==> config.mk <==
export PLATFORM = sky130hd
export DESIGN_NAME = dma_chain_chan
export DESIGN_NICKNAME = d
export VERILOG_FILES = /design/src/rtl/dma_chain_pkg.sv /design/src/rtl/dma_ctl_regs.sv /design/src/rtl/dma_desc_pair.sv /design/src/rtl/dma_burst_seq.sv /design/src/rtl/dma_chain_chan.sv
export SDC_FILE = /design/constraint.sdc
export NUM_CORES = 1
export LEC_CHECK = 0
export BUFFER_PORTS_ARGS = -buffer_cell sky130_fd_sc_hd__buf_2
export CAP_MARGIN = 20
export CORE_AREA = 5 5 182 184
export CTS_CLUSTER_SIZE = 20
export DETAILED_ROUTE_END_ITERATION = 12
export DIE_AREA = 0 0 187 189
export GPL_TIMING_DRIVEN = 0
export PLACE_DENSITY = 0.55
export SLEW_MARGIN = 20
export SYNTH_ARGS = -nofsm -noshare
export SYNTH_HDL_FRONTEND = slang
export SYNTH_SLANG_ARGS = --single-unit
==> constraint.sdc <==
create_clock -name clk -period 5.2 [get_ports clk]
set_clock_uncertainty 0.15 [all_clocks]
set_input_delay 0.52 -clock clk [delete_from_list [all_inputs] [get_ports clk]]
set_output_delay 0.52 -clock clk [all_outputs]
set_load 0.005 [all_outputs]
==> src/rtl/dma_chain_pkg.sv <==
package dma_chain_pkg;
  localparam int LEN_W = 5;
  localparam int B_INT_PEND = 0;
  localparam int B_ERR_PEND = 1;
  localparam int B_DRAIN    = 2;
  localparam int B_INT_EN   = 4;
  localparam int B_SRST     = 7;
  localparam int B_WDIR     = 8;
  localparam int B_DMA_EN   = 9;
  localparam int B_CYC      = 10;
  localparam int B_CNT_EN   = 13;
  localparam int B_TC       = 14;
  localparam int B_BURST    = 18;
  localparam int B_TCI_DIS  = 23;
  localparam int B_EN_NEXT  = 24;
  localparam int B_ON       = 25;
  localparam int B_ACT      = 26;
  localparam int B_NXT      = 27;

  typedef enum logic [1:0] {
    BURST_W4  = 2'b00,
    BURST_W8  = 2'b01,
    BURST_W1  = 2'b10,
    BURST_W16 = 2'b11
  } burst_e;

  typedef struct packed {
    logic   int_en;
    logic   wdir;
    logic   dma_en;
    logic   cnt_en;
    logic   tci_dis;
    logic   en_next;
    burst_e burst;
  } ctl_t;

  function automatic logic [LEN_W-1:0] burst_words(input burst_e b);
    case (b)
      BURST_W8:  return LEN_W'(8);
      BURST_W1:  return LEN_W'(1);
      BURST_W16: return LEN_W'(16);
      default:   return LEN_W'(4);
    endcase
  endfunction
endpackage

==> src/rtl/dma_ctl_regs.sv <==
module dma_ctl_regs
  import dma_chain_pkg::*;
(
  input  logic        clk,
  input  logic        rst_n,
  input  logic        csr_we,
  input  logic [31:0] csr_wdata,
  input  logic        tc_pulse,
  input  logic        err_pulse,
  input  logic        dev_irq,
  output ctl_t        ctl,
  output logic        soft_rst,
  output logic        int_pend,
  output logic        err_pend,
  output logic        tc_flag,
  output logic        irq
);
  logic unused_wbits;
  assign unused_wbits = ^{csr_wdata[31:25], csr_wdata[22:20], csr_wdata[17:15],
                          csr_wdata[12:10], csr_wdata[6:5], csr_wdata[3:2]};

  assign soft_rst = csr_we && csr_wdata[B_SRST];

  always_ff @(posedge clk or negedge rst_n) begin
    if (!rst_n) begin
      ctl      <= '0;
      int_pend <= 1'b0;
      err_pend <= 1'b0;
      tc_flag  <= 1'b0;
    end else if (soft_rst) begin
      ctl      <= '0;
      int_pend <= 1'b0;
      err_pend <= 1'b0;
      tc_flag  <= 1'b0;
    end else begin
      if (csr_we) begin
        ctl.int_en  <= csr_wdata[B_INT_EN];
        ctl.wdir    <= csr_wdata[B_WDIR];
        ctl.dma_en  <= csr_wdata[B_DMA_EN];
        ctl.cnt_en  <= csr_wdata[B_CNT_EN];
        ctl.tci_dis <= csr_wdata[B_TCI_DIS];
        ctl.en_next <= csr_wdata[B_EN_NEXT];
        ctl.burst   <= burst_e'(csr_wdata[B_BURST+1:B_BURST]);
        if (csr_wdata[B_INT_PEND]) begin
          int_pend <= 1'b0;
          tc_flag  <= 1'b0;
        end
        if (csr_wdata[B_ERR_PEND]) err_pend <= 1'b0;
      end
      // new events win over a clear in the same cycle
      if (tc_pulse) begin
        tc_flag <= 1'b1;
        if (!ctl.tci_dis) int_pend <= 1'b1;
      end
      if (dev_irq)   int_pend <= 1'b1;
      if (err_pulse) err_pend <= 1'b1;
    end
  end

  assign irq = ctl.int_en && (int_pend || err_pend);
endmodule

==> src/rtl/dma_desc_pair.sv <==
module dma_desc_pair
  import dma_chain_pkg::*;
#(
  parameter int AW = 32,
  parameter int CW = 24
) (
  input  logic             clk,
  input  logic             rst_n,
  input  logic             soft_rst,
  input  logic             addr_we,
  input  logic             cnt_we,
  input  logic [AW-1:0]    wr_addr,
  input  logic [CW-1:0]    wr_cnt,
  input  logic             en_next,
  input  logic             step_valid,
  input  logic [CW-1:0]    step_bytes,
  input  logic [LEN_W-1:0] step_words,
  output logic [AW-1:0]    act_addr,
  output logic [CW-1:0]    act_cnt,
  output logic             act_loaded,
  output logic             nxt_loaded,
  output logic             tc_pulse
);
  logic [AW-1:0] nxt_addr;
  logic [CW-1:0] nxt_cnt;
  logic          promote;

  assign tc_pulse = step_valid && (step_bytes >= act_cnt);
  assign promote  = nxt_loaded && en_next && (!act_loaded || tc_pulse);

  always_ff @(posedge clk or negedge rst_n) begin
    if (!rst_n) begin
      act_addr   <= '0;
      act_cnt    <= '0;
      act_loaded <= 1'b0;
      nxt_addr   <= '0;
      nxt_cnt    <= '0;
      nxt_loaded <= 1'b0;
    end else if (soft_rst) begin
      act_addr   <= '0;
      act_cnt    <= '0;
      act_loaded <= 1'b0;
      nxt_addr   <= '0;
      nxt_cnt    <= '0;
      nxt_loaded <= 1'b0;
    end else begin
      if (cnt_we && !nxt_loaded) nxt_cnt <= wr_cnt;
      if (addr_we && !nxt_loaded) begin
        nxt_addr   <= wr_addr;
        nxt_loaded <= 1'b1;
      end
      if (step_valid) begin
        act_addr <= act_addr + AW'({step_words, 2'b00});
        act_cnt  <= act_cnt - step_bytes;
        if (tc_pulse) act_loaded <= 1'b0;
      end
      if (promote) begin
        act_addr   <= nxt_addr;
        act_cnt    <= nxt_cnt;
        act_loaded <= 1'b1;
        nxt_loaded <= 1'b0;
      end
    end
  end
endmodule

==> src/rtl/dma_burst_seq.sv <==
module dma_burst_seq
  import dma_chain_pkg::*;
#(
  parameter int AW = 32,
  parameter int CW = 24
) (
  input  logic             clk,
  input  logic             rst_n,
  input  logic             soft_rst,
  input  logic             run,
  input  logic [AW-1:0]    act_addr,
  input  logic [CW-1:0]    act_cnt,
  input  burst_e           burst,
  input  logic             wdir,
  output logic             mem_req_valid,
  input  logic             mem_req_ready,
  output logic [AW-1:0]    mem_req_addr,
  output logic [LEN_W-1:0] mem_req_len,
  output logic             mem_req_write,
  input  logic             mem_rsp_valid,
  input  logic             mem_rsp_err,
  output logic             step_valid,
  output logic [CW-1:0]    step_bytes,
  output logic [LEN_W-1:0] step_words,
  output logic             err_pulse,
  output logic             cyc_pend,
  output logic             draining
);
  logic             vld_q, outst_q, drain_q, wr_q;
  logic [AW-1:0]    addr_q;
  logic [LEN_W-1:0] len_q;
  logic [CW-1:0]    bytes_q;
  logic [CW-1:0]    bb_bytes, cut_bytes;
  logic [LEN_W-1:0] cut_words;
  logic             issue, rsp_take;

  assign bb_bytes  = CW'({burst_words(burst), 2'b00});
  assign cut_bytes = (act_cnt < bb_bytes) ? act_cnt : bb_bytes;
  assign cut_words = LEN_W'((cut_bytes + CW'(3)) >> 2);
  assign issue     = run && !soft_rst && !vld_q && !outst_q && (act_cnt != '0);
  assign rsp_take  = outst_q && mem_rsp_valid && !drain_q && !soft_rst;

  always_ff @(posedge clk or negedge rst_n) begin
    if (!rst_n) begin
      vld_q   <= 1'b0;
      outst_q <= 1'b0;
      drain_q <= 1'b0;
      wr_q    <= 1'b0;
      addr_q  <= '0;
      len_q   <= '0;
      bytes_q <= '0;
    end else begin
      if (issue) begin
        vld_q   <= 1'b1;
        addr_q  <= act_addr;
        len_q   <= cut_words;
        bytes_q <= cut_bytes;
        wr_q    <= wdir;
      end
      if (vld_q && mem_req_ready) begin
        vld_q   <= 1'b0;
        outst_q <= 1'b1;
      end
      if (outst_q && mem_rsp_valid) outst_q <= 1'b0;
      if (soft_rst && (vld_q || outst_q)) drain_q <= 1'b1;
      else if (!(vld_q || outst_q))       drain_q <= 1'b0;
    end
  end

  assign mem_req_valid = vld_q;
  assign mem_req_addr  = addr_q;
  assign mem_req_len   = len_q;
  assign mem_req_write = wr_q;
  assign step_valid    = rsp_take && !mem_rsp_err;
  assign err_pulse     = rsp_take && mem_rsp_err;
  assign step_bytes    = bytes_q;
  assign step_words    = len_q;
  assign cyc_pend      = vld_q || outst_q;
  assign draining      = drain_q;
endmodule

==> src/rtl/dma_chain_chan.sv <==
module dma_chain_chan
  import dma_chain_pkg::*;
#(
  parameter int AW = 32,
  parameter int CW = 24
) (
  input  logic             clk,
  input  logic             rst_n,
  input  logic             reg_we,
  input  logic [3:0]       reg_addr,
  input  logic [31:0]      reg_wdata,
  output logic [31:0]      reg_rdata,
  input  logic             dev_irq,
  output logic             irq,
  output logic             mem_req_valid,
  input  logic             mem_req_ready,
  output logic [AW-1:0]    mem_req_addr,
  output logic [LEN_W-1:0] mem_req_len,
  output logic             mem_req_write,
  input  logic             mem_rsp_valid,
  input  logic             mem_rsp_err
);
  localparam logic [1:0] SEL_CSR = 2'd0;
  localparam logic [1:0] SEL_ADR = 2'd1;
  localparam logic [1:0] SEL_CNT = 2'd2;

  ctl_t             ctl;
  logic             soft_rst, int_pend, err_pend, tc_flag;
  logic             csr_we, addr_we, cnt_we;
  logic [AW-1:0]    act_addr;
  logic [CW-1:0]    act_cnt;
  logic             act_loaded, nxt_loaded, tc_pulse;
  logic             step_valid, err_pulse, cyc_pend, draining, dma_on;
  logic [CW-1:0]    step_bytes;
  logic [LEN_W-1:0] step_words;
  logic             int_en, en_next;
  logic             unused_abits;

  assign unused_abits = ^reg_addr[1:0];
  assign csr_we  = reg_we && (reg_addr[3:2] == SEL_CSR);
  assign addr_we = reg_we && (reg_addr[3:2] == SEL_ADR);
  assign cnt_we  = reg_we && (reg_addr[3:2] == SEL_CNT);
  assign dma_on  = ctl.dma_en && ctl.cnt_en && act_loaded && !err_pend && !draining;
  assign int_en  = ctl.int_en;
  assign en_next = ctl.en_next;

  dma_ctl_regs u_ctl (
    .clk(clk), .rst_n(rst_n), .csr_we(csr_we), .csr_wdata(reg_wdata),
    .tc_pulse(tc_pulse), .err_pulse(err_pulse), .dev_irq(dev_irq),
    .ctl(ctl), .soft_rst(soft_rst), .int_pend(int_pend), .err_pend(err_pend),
    .tc_flag(tc_flag), .irq(irq)
  );

  dma_desc_pair #(.AW(AW), .CW(CW)) u_desc (
    .clk(clk), .rst_n(rst_n), .soft_rst(soft_rst), .addr_we(addr_we), .cnt_we(cnt_we),
    .wr_addr(reg_wdata[AW-1:0]), .wr_cnt(reg_wdata[CW-1:0]), .en_next(ctl.en_next),
    .step_valid(step_valid), .step_bytes(step_bytes), .step_words(step_words),
    .act_addr(act_addr), .act_cnt(act_cnt), .act_loaded(act_loaded),
    .nxt_loaded(nxt_loaded), .tc_pulse(tc_pulse)
  );

  dma_burst_seq #(.AW(AW), .CW(CW)) u_seq (
    .clk(clk), .rst_n(rst_n), .soft_rst(soft_rst), .run(dma_on),
    .act_addr(act_addr), .act_cnt(act_cnt), .burst(ctl.burst), .wdir(ctl.wdir),
    .mem_req_valid(mem_req_valid), .mem_req_ready(mem_req_ready),
    .mem_req_addr(mem_req_addr), .mem_req_len(mem_req_len), .mem_req_write(mem_req_write),
    .mem_rsp_valid(mem_rsp_valid), .mem_rsp_err(mem_rsp_err),
    .step_valid(step_valid), .step_bytes(step_bytes), .step_words(step_words),
    .err_pulse(err_pulse), .cyc_pend(cyc_pend), .draining(draining)
  );

  always_comb begin
    reg_rdata = '0;
    case (reg_addr[3:2])
      SEL_CSR: begin
        reg_rdata[B_INT_PEND]          = int_pend;
        reg_rdata[B_ERR_PEND]          = err_pend;
        reg_rdata[B_DRAIN]             = draining;
        reg_rdata[B_INT_EN]            = ctl.int_en;
        reg_rdata[B_WDIR]              = ctl.wdir;
        reg_rdata[B_DMA_EN]            = ctl.dma_en;
        reg_rdata[B_CYC]               = cyc_pend;
        reg_rdata[B_CNT_EN]            = ctl.cnt_en;
        reg_rdata[B_TC]                = tc_flag;
        reg_rdata[B_BURST+1:B_BURST]   = ctl.burst;
        reg_rdata[B_TCI_DIS]           = ctl.tci_dis;
        reg_rdata[B_EN_NEXT]           = ctl.en_next;
        reg_rdata[B_ON]                = dma_on;
        reg_rdata[B_ACT]               = act_loaded;
        reg_rdata[B_NXT]               = nxt_loaded;
      end
      SEL_ADR: reg_rdata = 32'(act_addr);
      SEL_CNT: reg_rdata = 32'(act_cnt);
      default: reg_rdata = '0;
    endcase
  end
endmodule

# After elaboration in Yosys (flattened, before gate mapping)

Cells that the tools add are included.

Bits in registers: 190
Latch bits: 0
RAM bits: 0
ROM bits: 0
Bits of input ports: 43
Output and inout port bits: 72
Logic and storage cells: 140
Memories: 0

Add/sub/neg operators: 3
Multipliers: 0
Div/mod/pow operators: 0
Order comparisons: 2
Equality and inequality tests: 6
Shift operators: 0
Muxes and demuxes: 53
Bitwise logic cells: 0
Reductions and logical operators: 53

Operators by type and width:

| cell                                                            | count |
|---|---|
| 32-bit two-way mux                                              | 5 |
| 24-bit two-way mux                                              | 6 |
| 32-bit by 7-bit adder with 32-bit output                        | 1 |
| 5-bit case mux with 3 select lines                              | 2 |
| 1-bit two-way mux                                               | 27 |
| 1-bit logical AND                                               | 25 |
| 24-bit >= comparator                                            | 1 |
| 24-bit by 7-bit less-than comparator with 1-bit output          | 1 |
| 24-bit nonzero test                                             | 1 |
| 24-bit subtractor                                               | 1 |
| 3-bit nonzero test                                              | 7 |
| 3-bit case mux with 2 select lines                              | 3 |
| 3-bit case mux with 3 select lines                              | 2 |
| 8-bit two-way mux                                               | 2 |
| 2-bit case mux with 3 select lines                              | 2 |
| 2-bit nonzero test                                              | 5 |
| 1-bit logical NOT                                               | 8 |
| 7-bit by 2-bit adder with 7-bit output, second input constant   | 1 |
| 2-bit == test, second input constant                            | 3 |
| 2-bit AND reduction                                             | 3 |
| 2-bit by 1-bit == test with 1-bit output, second input constant | 2 |
| 4-bit two-way mux                                               | 1 |
| 2-bit case mux with 2 select lines                              | 1 |
| 1-bit logical OR                                                | 3 |
| 4 further kinds                                                 | 4 |

# Depth between registers and ports, before layout

Gate-level depths: netlist of run 1.

Depth after elaboration: 11
Depth in mapped cells: 13
Gate-level depth less buffers: 11

# Modules after synthesis

Synthesis of run 1 repeated with hierarchy kept, for this count alone.

Cell total of the unflattened synthesis: 1085
Area total of the unflattened synthesis: 10707.8 µm²

Modules (own cells, without submodules):

| module         | times used | cells each | area an instance (µm²) | sequential area each (µm²) |
|---|---|---|---|---|
| dma_desc_pair  | 1          | 735        | 6872.8                 | 2852.7 |
| dma_burst_seq  | 1          | 217        | 2788.9                 | 1626.6 |
| dma_chain_chan | 1          | 83         | 573.0                  | 0.0 |
| dma_ctl_regs   | 1          | 50         | 473.0                  | 275.3 |

# Worst setup path before layout of run 1

No wires, ideal clock.

Kind: register -> register
Start point: register u_desc.act_cnt[0]
End point: register u_desc.act_addr[10]
Setup time: 123 ps
Data arrival time: 2789 ps
Required time: 4927 ps
Path slack: 2138 ps
Cell stages (with the launch flop): 14
Buffers on the path: 2
Period minus slack after synthesis: 3062 ps
Cell sequence: dfrtp_1 > inv_1 > ha_1 > fa_1 > nor2b_4 > o31a_4 > o221ai_2 > o31a_2 > a211oi_2 > or2_1 > buf_6 > buf_8 > a21oi_1 > o221a_1

Cells in the longest elaborated chain, start to end: 6
Elaborated cells on any way between the ends: 7
Classes of those cells: order compare (1); mux (2); reduce/logical (4)

RTL lines:

| item                     | RTL line            | text |
|---|---|---|
| start: declaration       | dma_desc_pair.sv:19 | `output logic [CW-1:0] act_cnt,` |
| start signal: assignment | dma_desc_pair.sv:54 | `act_cnt <= act_cnt - step_bytes;` |
| start signal: assignment | dma_desc_pair.sv:59 | `act_cnt <= nxt_cnt;` |
| 24-bit >= comparator *   | dma_desc_pair.sv:28 | `assign tc_pulse = step_valid && (step_bytes >= act_cnt);` |
| 1-bit logical AND *      | dma_desc_pair.sv:28 |  |
| 1-bit logical OR *       | dma_desc_pair.sv:29 | `assign promote = nxt_loaded && en_next && (!act_loaded \|\| tc_pulse);` |
| 1-bit logical AND *      | dma_desc_pair.sv:29 |  |
| 32-bit two-way mux       | dma_desc_pair.sv:57 | `if (promote) begin` |
| 32-bit two-way mux       | dma_desc_pair.sv:39 | `end else if (soft_rst) begin` |
| end signal: assignment   | dma_desc_pair.sv:53 | `act_addr <= act_addr + AW'({step_words, 2'b00});` |
| end signal: assignment   | dma_desc_pair.sv:58 | `act_addr <= nxt_addr;` |
| end: declaration         | dma_desc_pair.sv:18 | `output logic [AW-1:0] act_addr,` |

Mark *: on every way between the ends. The rest lies on a longest branch, timed or not.
A chain may end at the register's enable or synchronous reset.

# Worst setup path in the final report of run 1

Start point: register u_desc.act_cnt[0]
End point: register u_desc.act_cnt[20]

Cells in the longest elaborated chain, start to end: 6
Elaborated cells on any way between the ends: 9
Classes of those cells: add/sub (1); order compare (1); mux (3); reduce/logical (4)

RTL lines:

| item                 | RTL line |
|---|---|
| 24-bit >= comparator | dma_desc_pair.sv:28 |
| 1-bit logical AND    | dma_desc_pair.sv:28 |
| 1-bit logical OR     | dma_desc_pair.sv:29 |
| 1-bit logical AND    | dma_desc_pair.sv:29 |
| 24-bit two-way mux   | dma_desc_pair.sv:57 |
| 24-bit two-way mux   | dma_desc_pair.sv:39 |

Several ways; a longest one is shown, not always the timed one. The select of a mux whose other input is x is not followed.

==> impl_results.md, run 1 <==
* Status: finished, final reports clean
* Post-CTS Resized at 0
* Async SR Flop Fraction at 1.00
* Maxcap violations at 0
* Drt first pass iters at 6
* Die extent in y at ~190 µm
* Setup CP Type: reg2reg
* Total Neg Setup Slack at 0 ns
* Via count at 9921
* Vias/cell at around 5.6
* Crit-path max FO at 10
* Clock Tree Root: clkbuf_16
* Initial Util at 0.334
* Commonest non-fill, non-tap cell in the layout: nand2_1
* # Post-CTS Setup Buffers at 0
* Tot Pwr at approximately 6.8 mW
* Core ar. at 31200 µm²
* Synthesis Warnings at 0
* Slew HR at 0.278
* Distinct cells, synth at 68
* RSZ-0062 raised after global routing: false
* # IOs at approximately 120
* Worst-margin pin slew at approximately 1.1 ns
* PD cells at 562 nW/µm²
* First-pass GRT wire length at just over 60000 µm
* Avg Synthesized Cell Area at approximately 8.6 µm²
* Reg clk slew, reported paths at approximately 0.090 ns
* Port buffer count at 112
* Top FF cell, synth: dfrtp_1
* Number of synthesized flops with an enable pin at 0
* Pre-CTS setup slack at a little over 1 ns
* Share of layout cells above drive strength 1 at 0.132
* Flops & latches, synth at 190
* Grt total ovfl at 0
* Remaining DRCs at 0
* Final period util at 0.765
* Syn Nets at roughly 1300
* PnR worst setup slack at between 1 and 1.5 ns
* Fmax at around 250 MHz
* Antenna cells at 0
* Worst path cell trace: inv_1, ha_1, fa_1, nor2b_4, o31a_4, o221ai_2, o31a_2, a211oi_2, nor2_1, buf_2, nor2_1, a21oi_1
* Synth Instances at roughly 1200
* Area grow syn2layout at 16.4%
* CTS tree: done
* Routed wire length at ~40000 µm
* GR Util met2 at 0.334
* Worst setup EP type: flip-flop
* # rows at between 60 and 70
* H-tree depth at 4
* Critical path data arrival time at slightly above 4 ns
* Critical path buffers and inverters at 2
* Vias in the first global route at slightly below 10000
* Final Slew Violations at 0
* Seq/Total Area, Yosys at 0.456
* Min Clock Period, post-route at about 4 ns
* Post-CTS Hold Fix Bufs at 1
* DP HPWL at roughly 30000 µm
* Worst-Skew Late Latency at roughly 0.46 ns
* Die Wd at 187 µm
* Grt met1 use at 0.320
* Max clock buf depth at 2
* Worst EP required at ~5.4 ns
* Die area at ~35000 µm²
* Largest net degree at the start of global routing at 90
* WL/cell at approximately 23 µm
* Critical path startpoint category: flip-flop
* Worst stage delay on the critical path at ~0.53 ns
* Most frequent cells in the layout: 263 x nand2_1, 190 x dfrtp_1, 119 x buf_2
* 1st-iter DRT viols at around 1200
* Crit-path leading delay family: compound AO/OA/AOI/OAI gates
* Hold Vio Cnt, Final at 0
* DP Area at about 12000 µm²
* Met3 Track Usage GR at 0.0485
* Hold crit path type: in2reg
* Cell mode on critical path: nor2_1
* GPL Wtd Cong at a little over 0.9
* Final #Nets at roughly 1400
* Post-DRT Antenna Nets at 0
* Final instance area at roughly 12000 µm²
* Cts bufs inserted at 17
* Antenna violations before repair at 0
* Slowest CP cell: dfrtp_1
* Synth Cell Area at between 10000 and 15000 µm²
* GRT Util Overall at 0.222
* Leak pwr at approximately 5.7 nW
* VDD IR-drop max at around 0.27 mV
* Final Util at 0.389
* # setup viols final at 0
* Most Crowded Layer GR: met2
* Clk sinks at 190
## metal layers
| layer | part of all wire | up-vias | routed length [µm] |
|---|---|---|---|
| met4 | 0.032 | 0 | 1270 |
| met2 | 0.43 | 468 | 16900 |
| li1 | - | 4507 | - |
| met1 | 0.46 | 4869 | 18100 |
| met3 | 0.087 | 77 | 3440 |
| met5 | 0 | - | 0 |
## path summary, 6_finish.rpt
path	to	slack (ns)	cells after the start	from
max reg2reg	u_desc.act_cnt[20]	1.22	12	u_desc.act_cnt[0]
max	u_desc.act_cnt[20]	1.22	12	u_desc.act_cnt[0]
min reg2reg	u_seq.mem_req_addr[19]	0.33	2	u_seq.mem_req_addr[19]
min in group asynchronous	u_seq.outst_q	0.31	2	rst_n
min	u_seq.mem_req_valid	0.09	2	mem_req_ready
max in group asynchronous	u_desc.act_addr[11]	3.43	4	rst_n
## report_power, final
group          switching [mW]  internal, mW
combinational            1.80          1.23
sequential              0.495          1.97
clock                   0.689         0.639
total                    2.98          3.84
## cell families after synthesis
group | Yosys count | share of synthesized area
multiplexers | 14 | 0.0134
AO/OA/AOI/OAI | 315 | 0.197
buffers and inverters | 134 | 0.0545
flip-flops | 190 | 0.456
adder cells (fa/ha/maj) | 38 | 0.0470
AND/OR/NAND/NOR | 494 | 0.209
XOR/XNOR | 28 | 0.0235
## cell type report
| cell class | count | area [µm²] |
|---|---|---|
| Fill cell | 3296 | 19100 |
| Timing Repair Buffer | 115 | 636 |
| Multi-Input combinational cell | 889 | 5110 |
| Clock buffer | 17 | 425 |
| Clock inverter | 15 | 143 |
| Inverter | 50 | 188 |
| Tap cell | 402 | 503 |
| Buffer | 84 | 382 |
| Sequential cell | 190 | 4750 |
## stage by stage
step | instances | hold WS (ns)
after floorplan | 1213 | 0.0744
after global placement | 1727 | 0.307
after detailed placement | 1729 | 0.215
after CTS | 1762 | 0.0884
after global routing | 1762 | 0.102
final | 1762 | 0.0927
## sequential cells by signal, indices dropped and copies added, names as in the netlist
name                 flops
u_ctl.ctl                8
u_ctl.err_pend           1
u_ctl.int_pend           1
u_ctl.tc_flag            1
u_desc.act_addr         32
u_desc.act_cnt          24
u_desc.act_loaded        1
u_desc.nxt_addr         32
u_desc.nxt_cnt          24
u_desc.nxt_loaded        1
u_seq.draining           1
u_seq.mem_req_addr      32
u_seq.mem_req_len        5
u_seq.mem_req_valid      1
u_seq.mem_req_write      1
u_seq.outst_q            1
u_seq.step_bytes        24
## synthesized netlist by cell type (all sizes together), types with 13 or more instances
cell type  number  area, µm²
nand2         263        987
dfrtp         190       4750
a21oi         103        515
nor2           94        353
o21ai          75        375
clkbuf         65        244
inv            50        188
ha             36        450
nand3          24        120
buf            19        138
nor3           19       95.1
nand4          18        113
nor2b          18        120
a211oi         17        148
a22oi          16        120
xnor2          16        140
mux2i          14        140
nor4           13       87.6
o221ai         13        120
Power figures use the tool's default switching activity.
==> run 2, diff against run 1 <==
clock period = 3.99 ns   (was 5.2 ns; I/O delays follow)
==> run 2 against run 1 <==
Net effect: total power grew 31%; sequential power grew 30%; sequential share of layout area shrank 0.096 points; maximum frequency grew 7.0%; routed wire length grew 0.26%; combinational power grew 31%; cell count grew 0.11%; die area is the same; largest cell class unchanged; largest power group unchanged; highest routed layer unchanged.
==> impl_results.md, run 2 (synthesis results as in run 1) <==
* Status: finished, final reports clean
* CTS tree: done
* 1st-iter DRT viols at 1191 (+1.0%)
* Critical path data arrival time at 3.89 ns (-0.25 ns)
* Hold crit path type: in2reg
* Remaining DRCs at 0 (unchanged)
* Cts bufs inserted at 17 (unchanged)
* Initial Util at 0.334 (unchanged)
* GRT Util Overall at 0.222 (about the same)
* Share of layout cells above drive strength 1 at 0.133 (+0.000540)
* Max clock buf depth at 2 (unchanged)
* Final #Nets at 1430 (+0.14%)
* Total Neg Setup Slack at 0 ns (unchanged)
* Maxcap violations at 0 (unchanged)
* PnR worst setup slack at 0.271 ns (-0.951 ns)
* Vias/cell at 5.61 (-0.40%)
* Worst-Skew Late Latency at 0.46 ns (about the same)
* Fmax at 269 MHz (+7.0%)
* Routed wire length at 39800 µm (+0.26%)
* Via count at 9893 (-0.28%)
* Clk sinks at 190 (unchanged)
* Most Crowded Layer GR: met2
* PD cells at 732 nW/µm² (+30%)
* Hold Vio Cnt, Final at 0 (unchanged)
* Die extent in y at 189 µm (unchanged)
* First-pass GRT wire length at 60400 µm (about the same)
* Most frequent cells in the layout: 263 x nand2_1, 190 x dfrtp_1, 119 x buf_2
* Crit-path max FO at 10 (unchanged)
* Core ar. at 31200 µm² (unchanged)
* Vias in the first global route at 9645 (+0.041%)
* Grt met1 use at 0.321 (+0.000932)
* Antenna cells at 0 (unchanged)
* H-tree depth at 4 (unchanged)
* Clock Tree Root: clkbuf_16
* Met3 Track Usage GR at 0.0492 (+0.000737)
* GPL Wtd Cong at 0.928 (unchanged)
* Critical path startpoint category: flip-flop
* DP HPWL at 30000 µm (unchanged)
* Final Util at 0.390 (+0.000962)
* VDD IR-drop max at 0.346 mV (+29%)
* Commonest non-fill, non-tap cell in the layout: nand2_1
* Reg clk slew, reported paths at 0.08 ns (about the same)
* Area grow syn2layout at 16.6%
* Worst-margin pin slew at 1.07 ns (-0.00465 ns)
* Die Wd at 187 µm (unchanged)
* Setup CP Type: reg2reg
* Final Slew Violations at 0 (unchanged)
* Min Clock Period, post-route at 3.72 ns (-0.259 ns)
* Fillers at 3292 (-0.12%)
* Post-DRT Antenna Nets at 0 (unchanged)
* # rows at 65 (unchanged)
* Final period util at 0.932 (+0.167)
* Slew HR at 0.281 (+0.00313)
* # IOs at 115 (unchanged)
* Antenna violations before repair at 0 (unchanged)
* Drt first pass iters at 7 (+1)
* GR Util met2 at 0.334 (-0.000842)
* Largest net degree at the start of global routing at 90 (unchanged)
* # setup viols final at 0 (unchanged)
* Port buffer count at 112 (unchanged)
* Pre-CTS setup slack at -0.0723 ns (-1.09 ns)
* Die area at 35300 µm² (unchanged)
* Grt total ovfl at 0 (unchanged)
* Leak pwr at 5.70 nW (+0.14%)
* Worst setup EP type: flip-flop
* RSZ-0062 raised after global routing: false
* Tot Pwr at 8.91 mW (+31%)
* WL/cell at 22.5 µm (+0.14%)
* Worst EP required at 4.16 ns (-1.21 ns)
* Reg2reg setup slack at 0.27 ns (-0.95 ns)
==> run 2: worst paths after layout <==
check                                       startpoint                      to  cells after the start
worst max-delay path                 u_desc.act_cnt[0]      u_desc.act_cnt[20]                     12
worst max register to register       u_desc.act_cnt[0]      u_desc.act_cnt[20]                     12
max in group asynchronous                        rst_n     u_desc.act_addr[11]                      4
min in group asynchronous                        rst_n           u_seq.outst_q                      2
worst min register to register  u_seq.mem_req_addr[19]  u_seq.mem_req_addr[19]                      2
worst min-delay path                     reg_wdata[26]     u_desc.nxt_addr[26]                      3
==> run 2: layer usage <==
layer | vias up | share of wire
met4 | 0 | 0.028
met2 | 486 | 0.43
met5 | - | 0
li1 | 4516 | -
met3 | 73 | 0.086
met1 | 4818 | 0.45
==> run 2: worst max-delay path, cell delays in order, from the launching register on <==
cell,delay [ns]
dfrtp_1,0.52
inv_1,0.08
ha_1,0.24
fa_1,0.44
nor2b_4,0.14
o31a_4,0.15
o221ai_2,0.15
o31a_2,0.44
a211oi_4,0.36
nor2_1,0.22
buf_2,0.29
nor2_2,0.29
a21oi_1,0.12
==> run 2: report_power, final <==
part | total, mW | switching (mW) | leakage (nW) | internal, mW
Combinational | 3.97 | 2.36 | 2.98 | 1.61
Clock | 1.73 | 0.895 | 0.283 | 0.833
Sequential | 3.21 | 0.646 | 2.43 | 2.56
==> run 2: layout make-up <==
type	instances	area (µm²)	area share
Clock buffer	17	425	0.0349
Multi-Input combinational cell	889	5120	0.421
Sequential cell	190	4750	0.391
Clock inverter	15	143	0.0117
Inverter	50	188	0.0154
Buffer	84	382	0.0313
Timing Repair Buffer	117	656	0.0539
Tap cell	402	503	0.0413
==> run 2: through the flow <==
step,std cells,hold WS (ns),cell area (µm²)
2_1_floorplan,1213,-0.0466,10400
3_3_place_gp,1727,0.307,11500
3_5_place_dp,1729,0.0943,11600
4_1_cts,1764,0.0271,12200
5_1_grt,1764,0.0400,12200
6_report,1764,0.0259,12200
==> run 2: what timing repair did <==
action	4_1_cts	5_1_grt
hold buffers	3	0
gates resized for setup	0	2
endpoints found under the setup margin	0	5
setup buffers	0	0
hold endpoints to repair	103	0
==> run 3, diff against run 2 <==
CORE_AREA = 5 5 184 186   (was 5 5 182 184)
DIE_AREA = 0 0 189 191   (was 0 0 187 189)
SYNTH_HIERARCHICAL = 1   (was not set)
==> run 3 against run 2 <==
Net effect: worst hold slack got worse by 0.011 ns; first-iteration DRC count decreased by 16%; flip-flop and latch count unchanged; global-route usage decreased by 1.0 points; maximum frequency decreased by 4.4%; sequential power about the same; setup slack got worse by 0.17 ns; sequential share of layout area decreased by 0.89 points; via count decreased by 4.9%; synthesized cell count decreased by 11%; largest power group unchanged.
==> impl_results.md, run 3 <==
* # Post-CTS Setup Buffers at 0 (unchanged)
* DP Area at 11800 µm² (+2.4%)
* Placed cells at 1607 (-7.1%)
* GPL Wtd Cong at 0.953 (+2.7%)
* PD cells at 668 nW/µm² (-8.7%)
* Register area at 4750 µm² (unchanged)
* Critical path buffers and inverters at 6 (+4)
* VDD IR-drop max at 0.323 mV (-6.8%)
* Max clock buf depth at 2 (unchanged)
* Critical path startpoint category: primary input
* Syn Nets at 1166 (-9.9%)
* Critical path data arrival time at 4.10 ns (+0.21 ns)
* Crit-path max FO at 10 (unchanged)
* Status: finished, final reports clean
* Area grow syn2layout at 16.3%
* Fillers at 3231 (-1.9%)
* Routed wire length at 38800 µm (-2.5%)
* Layout Cells excl Fill at 1642 (-6.9%)
* Post-DRT Antenna Nets at 0 (unchanged)
* Synth Cell Area at 10700 µm² (+2.6%)
* Hold Slack at 0.0144 ns (-0.0115 ns)
* Fmax at 257 MHz (-4.4%)
* Die area at 36100 µm² (+2.1%)
* Final Slew Violations at 0 (unchanged)
* Slowest CP cell: clkbuf_2
* Top area cells in the synthesized netlist: dfrtp_1 44%, a22o_1 4.7%, ha_1 4.2%, nor2_1 3.8%, mux2_2 3.5%
* PnR worst setup slack at 0.0990 ns (-0.172 ns)
* Final period util at 0.975 (+0.0431)
* GRT Util Overall at 0.212 (-0.0100)
* Reg clk slew, reported paths at 0.07 ns (about the same)
* Maxcap violations at 0 (unchanged)
* Setup CP Type: in2reg
* RSZ-0062 raised after global routing: false
* Worst-margin pin slew at 1.13 ns (+0.0640 ns)
* Top FF cell, synth: dfrtp_1
* Final #Nets at 1302 (-9.0%)
* Die extent in y at 191 µm (+1.1%)
* # rows at 66 (+1.5%)
* Cell with the most instances after synthesis: dfrtp_1
* Seq/Total Area, Yosys at 0.444 (-0.0116)
* # setup viols final at 0 (unchanged)
* Cell mode on critical path: nor2_1
* Worst setup EP type: flip-flop
* Grt total ovfl at 0 (unchanged)
* Synthesis Warnings at 6 (+6)
* Pre-CTS setup slack at -0.830 ns (-0.758 ns)
* Total Neg Setup Slack at 0 ns (unchanged)
* Post-synth top area cell: dfrtp_1
* Final instance area at 12500 µm² (+2.3%)
* Number of synthesized flops with an enable pin at 0 (unchanged)
* DP HPWL at 29300 µm (-2.1%)
* Slew HR at 0.242 (-0.0384)
* Leak pwr at 5.57 nW (-2.1%)
* Worst-Skew Late Latency at 0.45 ns (about the same)
* Final Util at 0.388 (-0.00196)
* Core ar. at 32100 µm² (+2.9%)
* Yosys top cell area share at 0.444 (-0.0116)
* Largest net degree at the start of global routing at 74 (-18%)
* Antenna cells at 0 (unchanged)
* Drt first pass iters at 8 (+1)
* Share of layout cells above drive strength 1 at 0.226 (+0.0932)
* Flops & latches, synth at 190 (unchanged)
* Async SR Flop Fraction at 1.00 (unchanged)
* Die Wd at 189 µm (+1.1%)
* Hold path startpoint: reg_wdata[31]
* Distinct cells, synth at 82 (+21%)
* RR Startpoint: u_desc/act_cnt[0]
* Hold crit path type: in2reg
* Worst path cell trace: buf_2, inv_1, ha_1, buf_2, buf_2, and2_1, and2_1, nor2_1, nand3_1, nor2_1, clkbuf_2, nor2_1, o21ai_0, clkbuf_2, o21ai_0, nor2_1, o221ai_1, a21oi_1
* Crit-path leading delay family: buffers and inverters
* Hold Vio Cnt, Final at 0 (unchanged)
* Avg Synthesized Cell Area at 9.87 µm² (+15%)
* # IOs at 115 (unchanged)
* Initial Util at 0.333 (-0.000841)
* Min Clock Period, post-route at 3.89 ns (+0.172 ns)
* Antenna violations before repair at 1 (+1)
* Via count at 9413 (-4.9%)
* First-pass GRT wire length at 57900 µm (-4.2%)
* Area of the multi-input gates at 5310 µm² (+3.7%)
* Vias/cell at 5.73 (+2.2%)
* Commonest non-fill, non-tap cell in the layout: dfrtp_1
* Cts bufs inserted at 17 (unchanged)
* WL/cell at 23.6 µm (+4.7%)
* Synth Instances at 1085 (-11%)
* Clock Tree Root: clkbuf_16
* Worst EP required at 4.20 ns (+0.04 ns)
* Vias in the first global route at 9127 (-5.4%)
* Tot Pwr at 8.33 mW (-6.6%)
* CTS tree: done
* H-tree depth at 4 (unchanged)
* CP Launch Point: reg_addr[2]
* Remaining DRCs at 0 (unchanged)
* Port buffer count at 112 (unchanged)
* Clk sinks at 190 (unchanged)
* Most frequent cells in the layout: 190 x dfrtp_1, 132 x buf_2, 107 x nor2_1
* Most frequent cells after synthesis: 190 x dfrtp_1, 108 x nor2_1, 73 x nand2_1
* 1st-iter DRT viols at 1000 (-16%)
* Worst stage delay on the critical path at 0.42 ns (-0.10 ns)
==> run 3: cell count changes after synthesis, sizes merged, moves of 11 or more <==
cell,change
o221ai,-11
clkbuf,-37
and2,+18
a21oi,-44
a22o,+57
nor2,+18
nand2,-189
mux2,+33
nor3,+18
o211ai,+11
buf,+27
o21ai,-12
==> run 3: layout make-up <==
cell class / count / share of cell area
plain buffers: 74 / 0.0357
clock buffers: 19 / 0.0356
clock inverters: 13 / 0.0107
inverters: 54 / 0.0163
multi-input cells: 767 / 0.427
flip-flops and latches: 190 / 0.382
well taps: 408 / 0.0410
repair buffers: 117 / 0.0526
==> run 3: logic make-up after synthesis <==
family                   after synthesis  synth area share
buffers and inverters                128            0.0599
XOR/XNOR                              26            0.0213
AO/OA/AOI/OAI                        310             0.212
multiplexers                          46            0.0469
flip-flops                           190             0.444
AND/OR/NAND/NOR                      347             0.170
adder cells (fa/ha/maj)               38            0.0458
==> run 3: worst reg2reg max path: cells and delay by family (launching register included) <==
kind	cells	cell delay (ns)
AOI/OAI and AO/OA	5	1.01
adders and majority gates	2	0.66
buffers and inverters	4	0.64
DFF	1	0.51
and+or+nand+nor	2	0.46
==> run 3: timing repair <==
| action | in CTS | in global routing |
|---|---|---|
| setup endpoints to repair | 42 | 24 |
| gates resized for setup | 3 | 4 |
| pin swaps | 0 | 0 |
| endpoints found under the hold margin | 55 | 0 |
| hold buffers | 3 | 0 |
==> run 3: power by group <==
part | switching, mW | total (mW) | internal [mW]
Clock | 0.829 | 1.72 | 0.892
Combinational | 1.93 | 3.42 | 1.48
Sequential | 0.708 | 3.19 | 2.48
==> run 3: worst paths after layout <==
check / endpoint / slack [ns] / cells past startpoint
setup / recovery: u_desc/act_addr[12] / 0.1 / 18
hold / removal: u_desc/nxt_addr[31] / 0.01 / 2
setup reg to reg: u_desc/act_addr[12] / 0.50 / 13
hold reg to reg: u_seq/step_bytes[17] / 0.33 / 1
max in group asynchronous: u_seq/step_bytes[20] / 2.67 / 3
min in group asynchronous: u_seq/mem_req_addr[1] / 0.31 / 2
==> run 3: routing by layer <==
layer  share of wire  GRT usage
met1            0.45      0.303
met2            0.43      0.317
met3           0.092     0.0581
met4           0.024     0.0580
met5               0          0
